[src/rtl/sbus_pkg.sv]
package sbus_pkg;

    localparam int OP_W      = 4;
    localparam int LAST_STEP = 7;
    localparam int STEP_W    = 3;

    typedef enum logic [OP_W-1:0] {
        OP_NOP  = 4'd0,
        OP_ADDR = 4'd1,
        OP_ADDM = 4'd2,
        OP_BR   = 4'd3,
        OP_BRN  = 4'd4
    } op_e;

    // one bit per gating line of the datapath
    typedef struct packed {
        logic pc_out;
        logic pc_in;
        logic mar_in;
        logic rd;
        logic mdr_out;
        logic ir_in;
        logic y_in;
        logic sel4;
        logic alu_add;
        logic z_in;
        logic z_out;
        logic off_out;
        logic src_out;
        logic dst_out;
        logic dst_in;
        logic wmfc;
        logic fin;
    } ctrl_t;

    function automatic op_e decode_op(input logic [OP_W-1:0] v);
        case (v)
            4'd1:    return OP_ADDR;
            4'd2:    return OP_ADDM;
            4'd3:    return OP_BR;
            4'd4:    return OP_BRN;
            default: return OP_NOP;
        endcase
    endfunction

endpackage

[src/rtl/sbus_seq.sv]
module sbus_seq
    import sbus_pkg::*;
(
    input  logic              clk,
    input  logic              rst,
    input  logic              run,
    input  op_e               op,
    input  logic              neg,
    input  logic              mem_ready,
    output ctrl_t             ctl,
    output logic [STEP_W-1:0] step
);

    logic [LAST_STEP:1] t;
    ctrl_t raw;
    logic is_rr, is_rm, is_br, is_bn, is_nop, taken, stall;

    for (genvar i = 1; i <= LAST_STEP; i++) begin : g_step
        assign t[i] = (step == STEP_W'(i));
    end

    always_comb begin
        is_rr  = (op == OP_ADDR);
        is_rm  = (op == OP_ADDM);
        is_br  = (op == OP_BR);
        is_bn  = (op == OP_BRN);
        is_nop = !(is_rr || is_rm || is_br || is_bn);
        taken  = is_br || (is_bn && neg);

        raw         = '0;
        raw.pc_out  = t[1];
        raw.sel4    = t[1];
        raw.mar_in  = t[1] | (t[4] & is_rm);
        raw.rd      = t[1] | (t[4] & is_rm);
        raw.alu_add = t[1] | (t[5] & is_rr) | (t[6] & is_rm) | (t[4] & taken);
        raw.z_in    = t[1] | (t[5] & is_rr) | (t[6] & is_rm) | (t[4] & taken);
        raw.z_out   = t[2] | (t[6] & is_rr) | (t[7] & is_rm) | (t[5] & taken);
        raw.pc_in   = t[2] | (t[5] & taken);
        raw.y_in    = t[2] | (t[4] & is_rr) | (t[5] & is_rm);
        raw.wmfc    = t[2] | (t[5] & is_rm);
        raw.mdr_out = t[3] | (t[6] & is_rm);
        raw.ir_in   = t[3];
        raw.src_out = t[4] & (is_rr | is_rm);
        raw.dst_out = t[5] & (is_rr | is_rm);
        raw.dst_in  = (t[6] & is_rr) | (t[7] & is_rm);
        raw.off_out = t[4] & taken;
        raw.fin     = (t[6] & is_rr) | (t[7] & is_rm) | (t[5] & taken)
                    | (t[4] & is_bn & ~neg) | (t[4] & is_nop);
    end

    assign ctl   = run ? raw : '0;
    assign stall = ctl.wmfc & ~mem_ready;

    always_ff @(posedge clk) begin
        if (rst)
            step <= STEP_W'(1);
        else if (run) begin
            if (ctl.fin)
                step <= STEP_W'(1);
            else if (!stall)
                step <= step + STEP_W'(1);
        end
    end

endmodule

[src/rtl/sbus_alu.sv]
module sbus_alu #(
    parameter int W = 32
) (
    input  logic [W-1:0] y,
    input  logic [W-1:0] b,
    input  logic         sel4,
    input  logic         add,
    output logic [W-1:0] res
);

    localparam logic [W-1:0] WORD_BYTES = W'(W / 8);

    logic [W-1:0] a;

    assign a   = sel4 ? WORD_BYTES : y;
    assign res = add ? (a + b) : b;

endmodule

[src/rtl/sbus_regfile.sv]
module sbus_regfile #(
    parameter int  W    = 32,
    parameter int  NREG = 4,
    localparam int IW   = $clog2(NREG)
) (
    input  logic          clk,
    input  logic          rst,
    input  logic [IW-1:0] src_idx,
    input  logic [IW-1:0] dst_idx,
    input  logic          wr_en,
    input  logic [W-1:0]  wdata,
    output logic [W-1:0]  src_val,
    output logic [W-1:0]  dst_val
);

    logic [W-1:0] rd_arr [NREG];

    for (genvar g = 0; g < NREG; g++) begin : g_reg
        logic [W-1:0] q;
        always_ff @(posedge clk) begin
            if (rst)
                q <= '0;
            else if (wr_en && dst_idx == IW'(g))
                q <= wdata;
        end
        assign rd_arr[g] = q;
    end

    assign src_val = rd_arr[src_idx];
    assign dst_val = rd_arr[dst_idx];

endmodule

[src/rtl/sbus_core.sv]
module sbus_core
    import sbus_pkg::*;
#(
    parameter int W    = 32,
    parameter int NREG = 4
) (
    input  logic              clk,
    input  logic              rst,
    input  logic              run,
    output logic [W-1:0]      mem_addr,
    output logic              mem_rd,
    input  logic [W-1:0]      mem_rdata,
    input  logic              mem_mfc,
    output logic [W-1:0]      bus_mon,
    output logic [STEP_W-1:0] step_num,
    output logic              instr_end
);

    localparam int IW    = $clog2(NREG);
    localparam int OFF_W = W - OP_W - 2 * IW;

    logic [W-1:0] pc_q, mar_q, mdr_q, ir_q, y_q, z_q;
    logic [W-1:0] bus, alu_res, src_val, dst_val, off_ext;
    logic         neg_q, rd_pend, data_ready, mem_ready, mem_take;
    logic [IW-1:0] src_idx, dst_idx;
    op_e          op;
    ctrl_t        ctl;

    assign op      = decode_op(ir_q[W-1 -: OP_W]);
    assign src_idx = ir_q[W-OP_W-1 -: IW];
    assign dst_idx = ir_q[W-OP_W-IW-1 -: IW];
    assign off_ext = {{(W-OFF_W){ir_q[OFF_W-1]}}, ir_q[OFF_W-1:0]};

    assign mem_take  = rd_pend & mem_mfc;
    assign mem_ready = data_ready | mem_take;

    sbus_seq u_seq (
        .clk       (clk),
        .rst       (rst),
        .run       (run),
        .op        (op),
        .neg       (neg_q),
        .mem_ready (mem_ready),
        .ctl       (ctl),
        .step      (step_num)
    );

    sbus_regfile #(.W(W), .NREG(NREG)) u_regs (
        .clk     (clk),
        .rst     (rst),
        .src_idx (src_idx),
        .dst_idx (dst_idx),
        .wr_en   (ctl.dst_in),
        .wdata   (bus),
        .src_val (src_val),
        .dst_val (dst_val)
    );

    sbus_alu #(.W(W)) u_alu (
        .y    (y_q),
        .b    (bus),
        .sel4 (ctl.sel4),
        .add  (ctl.alu_add),
        .res  (alu_res)
    );

    // drive enables are mutually exclusive, so an OR forms the bus
    always_comb begin
        bus = '0;
        if (ctl.pc_out)  bus = bus | pc_q;
        if (ctl.mdr_out) bus = bus | mdr_q;
        if (ctl.z_out)   bus = bus | z_q;
        if (ctl.off_out) bus = bus | off_ext;
        if (ctl.src_out) bus = bus | src_val;
        if (ctl.dst_out) bus = bus | dst_val;
    end

    always_ff @(posedge clk) begin
        if (rst) begin
            pc_q  <= '0;
            mar_q <= '0;
            mdr_q <= '0;
            ir_q  <= '0;
            y_q   <= '0;
            z_q   <= '0;
            neg_q <= 1'b0;
        end else begin
            if (ctl.pc_in)  pc_q  <= bus;
            if (ctl.mar_in) mar_q <= bus;
            if (mem_take)   mdr_q <= mem_rdata;
            if (ctl.ir_in)  ir_q  <= bus;
            if (ctl.y_in)   y_q   <= bus;
            if (ctl.z_in)   z_q   <= alu_res;
            if (ctl.dst_in) neg_q <= bus[W-1];
        end
    end

    always_ff @(posedge clk) begin
        if (rst) begin
            rd_pend    <= 1'b0;
            data_ready <= 1'b0;
        end else begin
            if (mem_take)
                rd_pend <= 1'b0;
            else if (ctl.rd)
                rd_pend <= 1'b1;

            if (ctl.wmfc && mem_ready)
                data_ready <= 1'b0;
            else if (mem_take)
                data_ready <= 1'b1;
        end
    end

    assign mem_addr  = mar_q;
    assign mem_rd    = rd_pend;
    assign bus_mon   = bus;
    assign instr_end = ctl.fin;

endmodule

[config.mk]
export PLATFORM = sky130hd
export DESIGN_NAME = sbus_core
export DESIGN_NICKNAME = d
export VERILOG_FILES = /design/src/rtl/sbus_pkg.sv /design/src/rtl/sbus_seq.sv /design/src/rtl/sbus_alu.sv /design/src/rtl/sbus_regfile.sv /design/src/rtl/sbus_core.sv
export SDC_FILE = /design/constraint.sdc
export NUM_CORES = 1
export LEC_CHECK = 0
export ABC_AREA = 1
export BUFFER_PORTS_ARGS = -buffer_cell sky130_fd_sc_hd__buf_2
export CAP_MARGIN = 30
export CORE_AREA = 2 2 218 220
export DETAILED_ROUTE_END_ITERATION = 6
export DIE_AREA = 0 0 220 222
export PLACE_DENSITY_LB_ADDON = 0.2
export SETUP_SLACK_MARGIN = 0.02
export SYNTH_ARGS = -nofsm -noshare
export SYNTH_HDL_FRONTEND = slang
export SYNTH_SLANG_ARGS = --single-unit
[constraint.sdc]
create_clock -name clk -period 4.4 [get_ports clk]
set_input_delay 0.22 -clock clk [delete_from_list [all_inputs] [get_ports clk]]
set_output_delay 0.22 -clock clk [all_outputs]
set_load 0.02 [all_outputs]
==> flow_metrics.env <==
export IMPL_overflow=0
export IMPL_worst_pin_slew_ps=1030
export IMPL_instances_no_fill=3382
export IMPL_arrival_ps=4460
export IMPL_dpl_cell_count=3277
export IMPL_synth_ff_type="dfxtp_1"
export IMPL_placed_area_um2=19000
export IMPL_vdd_drop_max_v=0.000275
export IMPL_startpoint_type="flop"
export IMPL_drt_met1_wl_um=28100
export IMPL_final_max_slew_viol_count=0
export IMPL_fmax_ghz=0.249
export IMPL_htreeDepth=2
export IMPL_clkSinkCount=326
export IMPL_critPathCapture="z_q[27]"
export IMPL_core_area_um2=46300
export IMPL_fin_area_um2=20600
export IMPL_syn_inst=2632
export IMPL_synthTopCellsByArea="dfxtp_1 (37%), inv_1 (12%), o21ai_0 (10%), a21oi_1 (7.7%), nand2_1 (6.5%)"
export IMPL_crit_start="u_seq.step[0]"
export IMPL_min_path_type="input port to flop"
export IMPL_multi_input_area_um2=8260
export IMPL_seqCellArea_um2=6530
export IMPL_total_power_mw=7.33
export IMPL_ys_warn_count=0
export IMPL_rsz0062_at_grt="false"
export IMPL_drv_cap=0
export IMPL_grt_pass1_vias=16254
export IMPL_ant_nets=0
export IMPL_synth_edf_count=0
export IMPL_criticalPathCategory="flop to flop"
export IMPL_io_pins=105
export IMPL_place_gp_congestion=0.987
export IMPL_synth_area_um2=17500
export IMPL_tns_ps=0
export IMPL_met3_wirelength_um=3590
export IMPL_fin_ws_ps=388
export IMPL_r2r_slack_ps=390
export IMPL_finalHoldViolCount=0
export IMPL_p_leak_nw=10.6
export IMPL_postLayoutCoreUtil=0.446
export IMPL_ys_seq_area_frac=0.372
export IMPL_dieArea_um2=48800
export IMPL_routed_via_density=5.12
export IMPL_portBuffers=104
export IMPL_synth_nets=2706
export IMPL_die_h_um=222
export IMPL_numCtsBuffers=38
export IMPL_die_x_um=220
export IMPL_fill_cells=4820
export IMPL_pre_cts_ws_ps=135
export IMPL_path_clk_slew_ps=60
export IMPL_rows=79
export IMPL_outcome="complete, but fails checks"
export IMPL_finalNetCount=2819
export IMPL_power_density_nw_per_um2=355
export IMPL_initial_core_util=0.379
export IMPL_vias=17312
export IMPL_maxSlewHeadroom=0.315
export IMPL_drt_initial_drc_count=1352
export IMPL_routedWlPerCell_um=17.8
export IMPL_violations="design-rule violations"
export IMPL_clk_latency_ps=560
export IMPL_min_period_ps=4010
export IMPL_track_usage=0.246
export IMPL_antenna_cells=0
export IMPL_synth_seq_cells=326
export IMPL_worst_clock_skew_ps=16.3
export IMPL_ys_types=40
export IMPL_areaGrowthSynthToFinish_pct=17.6
export IMPL_grt_first_pass_wirelength_um=94200
export IMPL_worst_setup_path_end_kind="flop"
export IMPL_setup_viol=0
export IMPL_synth_top_area_frac=0.372
export IMPL_drc=7
export IMPL_r2r_end="z_q[27]"
export IMPL_synth_commonest_cells="inv_1 (570), o21ai_0 (357), dfxtp_1 (326)"
export IMPL_routed_top_layer="met4"
export IMPL_cp_required_ps=4840
export IMPL_period_share=0.912
export IMPL_synth_most_common_cell="inv_1"
export IMPL_grt_max_degree=86
export IMPL_drt_first_pass_iters=7
export IMPL_antenna_found_initial=0
export IMPL_met2_length_um=27200
export IMPL_post_dp_hpwl_um=41700
export IMPL_reg2reg_from="u_seq.step[0]"
export IMPL_drive_gt1_frac=0.112
export IMPL_cts_buffer_depth=3
export IMPL_cts_tree="done"
export IMPL_r2r_worst_path_cells=20
export IMPL_avgSynthCellArea_um2=6.66
export IMPL_async_reset_ff_frac=0
export IMPL_totalWireLength_um=60400
export IMPL_cts_root_buf="clkbuf_16"
export IMPL_worstPathMaxFanout=17
export IMPL_synth_area_leader_cell="dfxtp_1"
export IMPL_hold_slack_ps=30.9
==> registers in the layout (all words and copies together), names as in the netlist <==
signal / flops
mem_rd: 1
mem_addr: 32
neg_q: 1
data_ready: 1
z_q: 32
pc_q: 32
u_regs.g.q: 128
mdr_q: 32
ir_q: 32
y_q: 32
u_seq.step: 3
==> cell type report <==
cell class / instances / share of cell area
Clock buffer: 59 / 0.0564
Tap cell: 607 / 0.0368
Clock inverter: 11 / 0.00801
Inverter: 580 / 0.106
Timing Repair Buffer: 220 / 0.0761
Sequential cell: 326 / 0.316
Multi-Input combinational cell: 1579 / 0.401
==> cells by family after synthesis <==
kind of cell,synth area share
compound gates,0.278
buf+inv,0.158
simple gates,0.159
flops,0.372
fa+ha+maj,0.0275
xor+xnor,0.00549
==> power breakdown <==
| part | leakage, nW | switching, mW | internal (mW) |
|---|---|---|---|
| sequential | 2.65 | 0.0723 | 3.07 |
| clock | 0.649 | 1.32 | 2.06 |
| combinational | 7.34 | 0.537 | 0.268 |
| total | 10.6 | 1.93 | 5.40 |
==> what timing repair did <==
item	in CTS	in global routing
hold buffers	31	0
endpoints found under the hold margin	31	0
setup endpoints to repair	0	1
setup buffers	0	4
gates resized for setup	0	1
==> routing by layer <==
metal  vias to the layer above  GRT usage
li1                       8662          -
met1                      8023      0.346
met2                       530      0.391
met3                        97     0.0351
met4                         0     0.0688
met5                         -          0
==> worst max-delay path, stage by stage, from the launching register on <==
cell	delay [ps]
dfxtp_1	410
inv_1	110
ha_1	220
nand2_1	80
nand3b_1	100
nand2_1	70
nand2_1	220
nand3_4	290
buf_4	300
nand2_1	90
nand4_2	110
ha_1	390
nand2_1	150
nor2_1	250
nand2_1	190
nor4_1	280
o21ai_0	240
nand3_1	130
nand2_1	50
nor2_1	120
nor2_1	40
==> how the worst min path moves through the flow <==
stage	startpoint	endpoint	slack, ps	cells past startpoint
2_1_floorplan	mem_rdata[0]	mdr_q[0]	390	2
3_3_place_gp	mdr_q[17]	mdr_q[17]	470	2
3_5_place_dp	mdr_q[17]	mdr_q[17]	470	2
4_1_cts	mem_rdata[21]	mdr_q[21]	5	3
5_1_grt	mem_rdata[21]	mdr_q[21]	20	3
6_report	mem_rdata[21]	mdr_q[21]	30	3
==> layout by cell type (no fill, tap or decap), types with 37 or more instances in the layout <==
| cell | instances |
|---|---|
| inv_1 | 569 |
| o21ai_0 | 357 |
| dfxtp_1 | 325 |
| nand2_1 | 304 |
| a21oi_1 | 271 |
| nor2_1 | 208 |
| buf_2 | 103 |
| o21ai_1 | 86 |
| buf_4 | 78 |
| o21bai_1 | 69 |
| o22ai_1 | 68 |
| nand3_1 | 59 |
| clkbuf_16 | 41 |
| ha_1 | 37 |
Power figures use the tool's default switching activity.
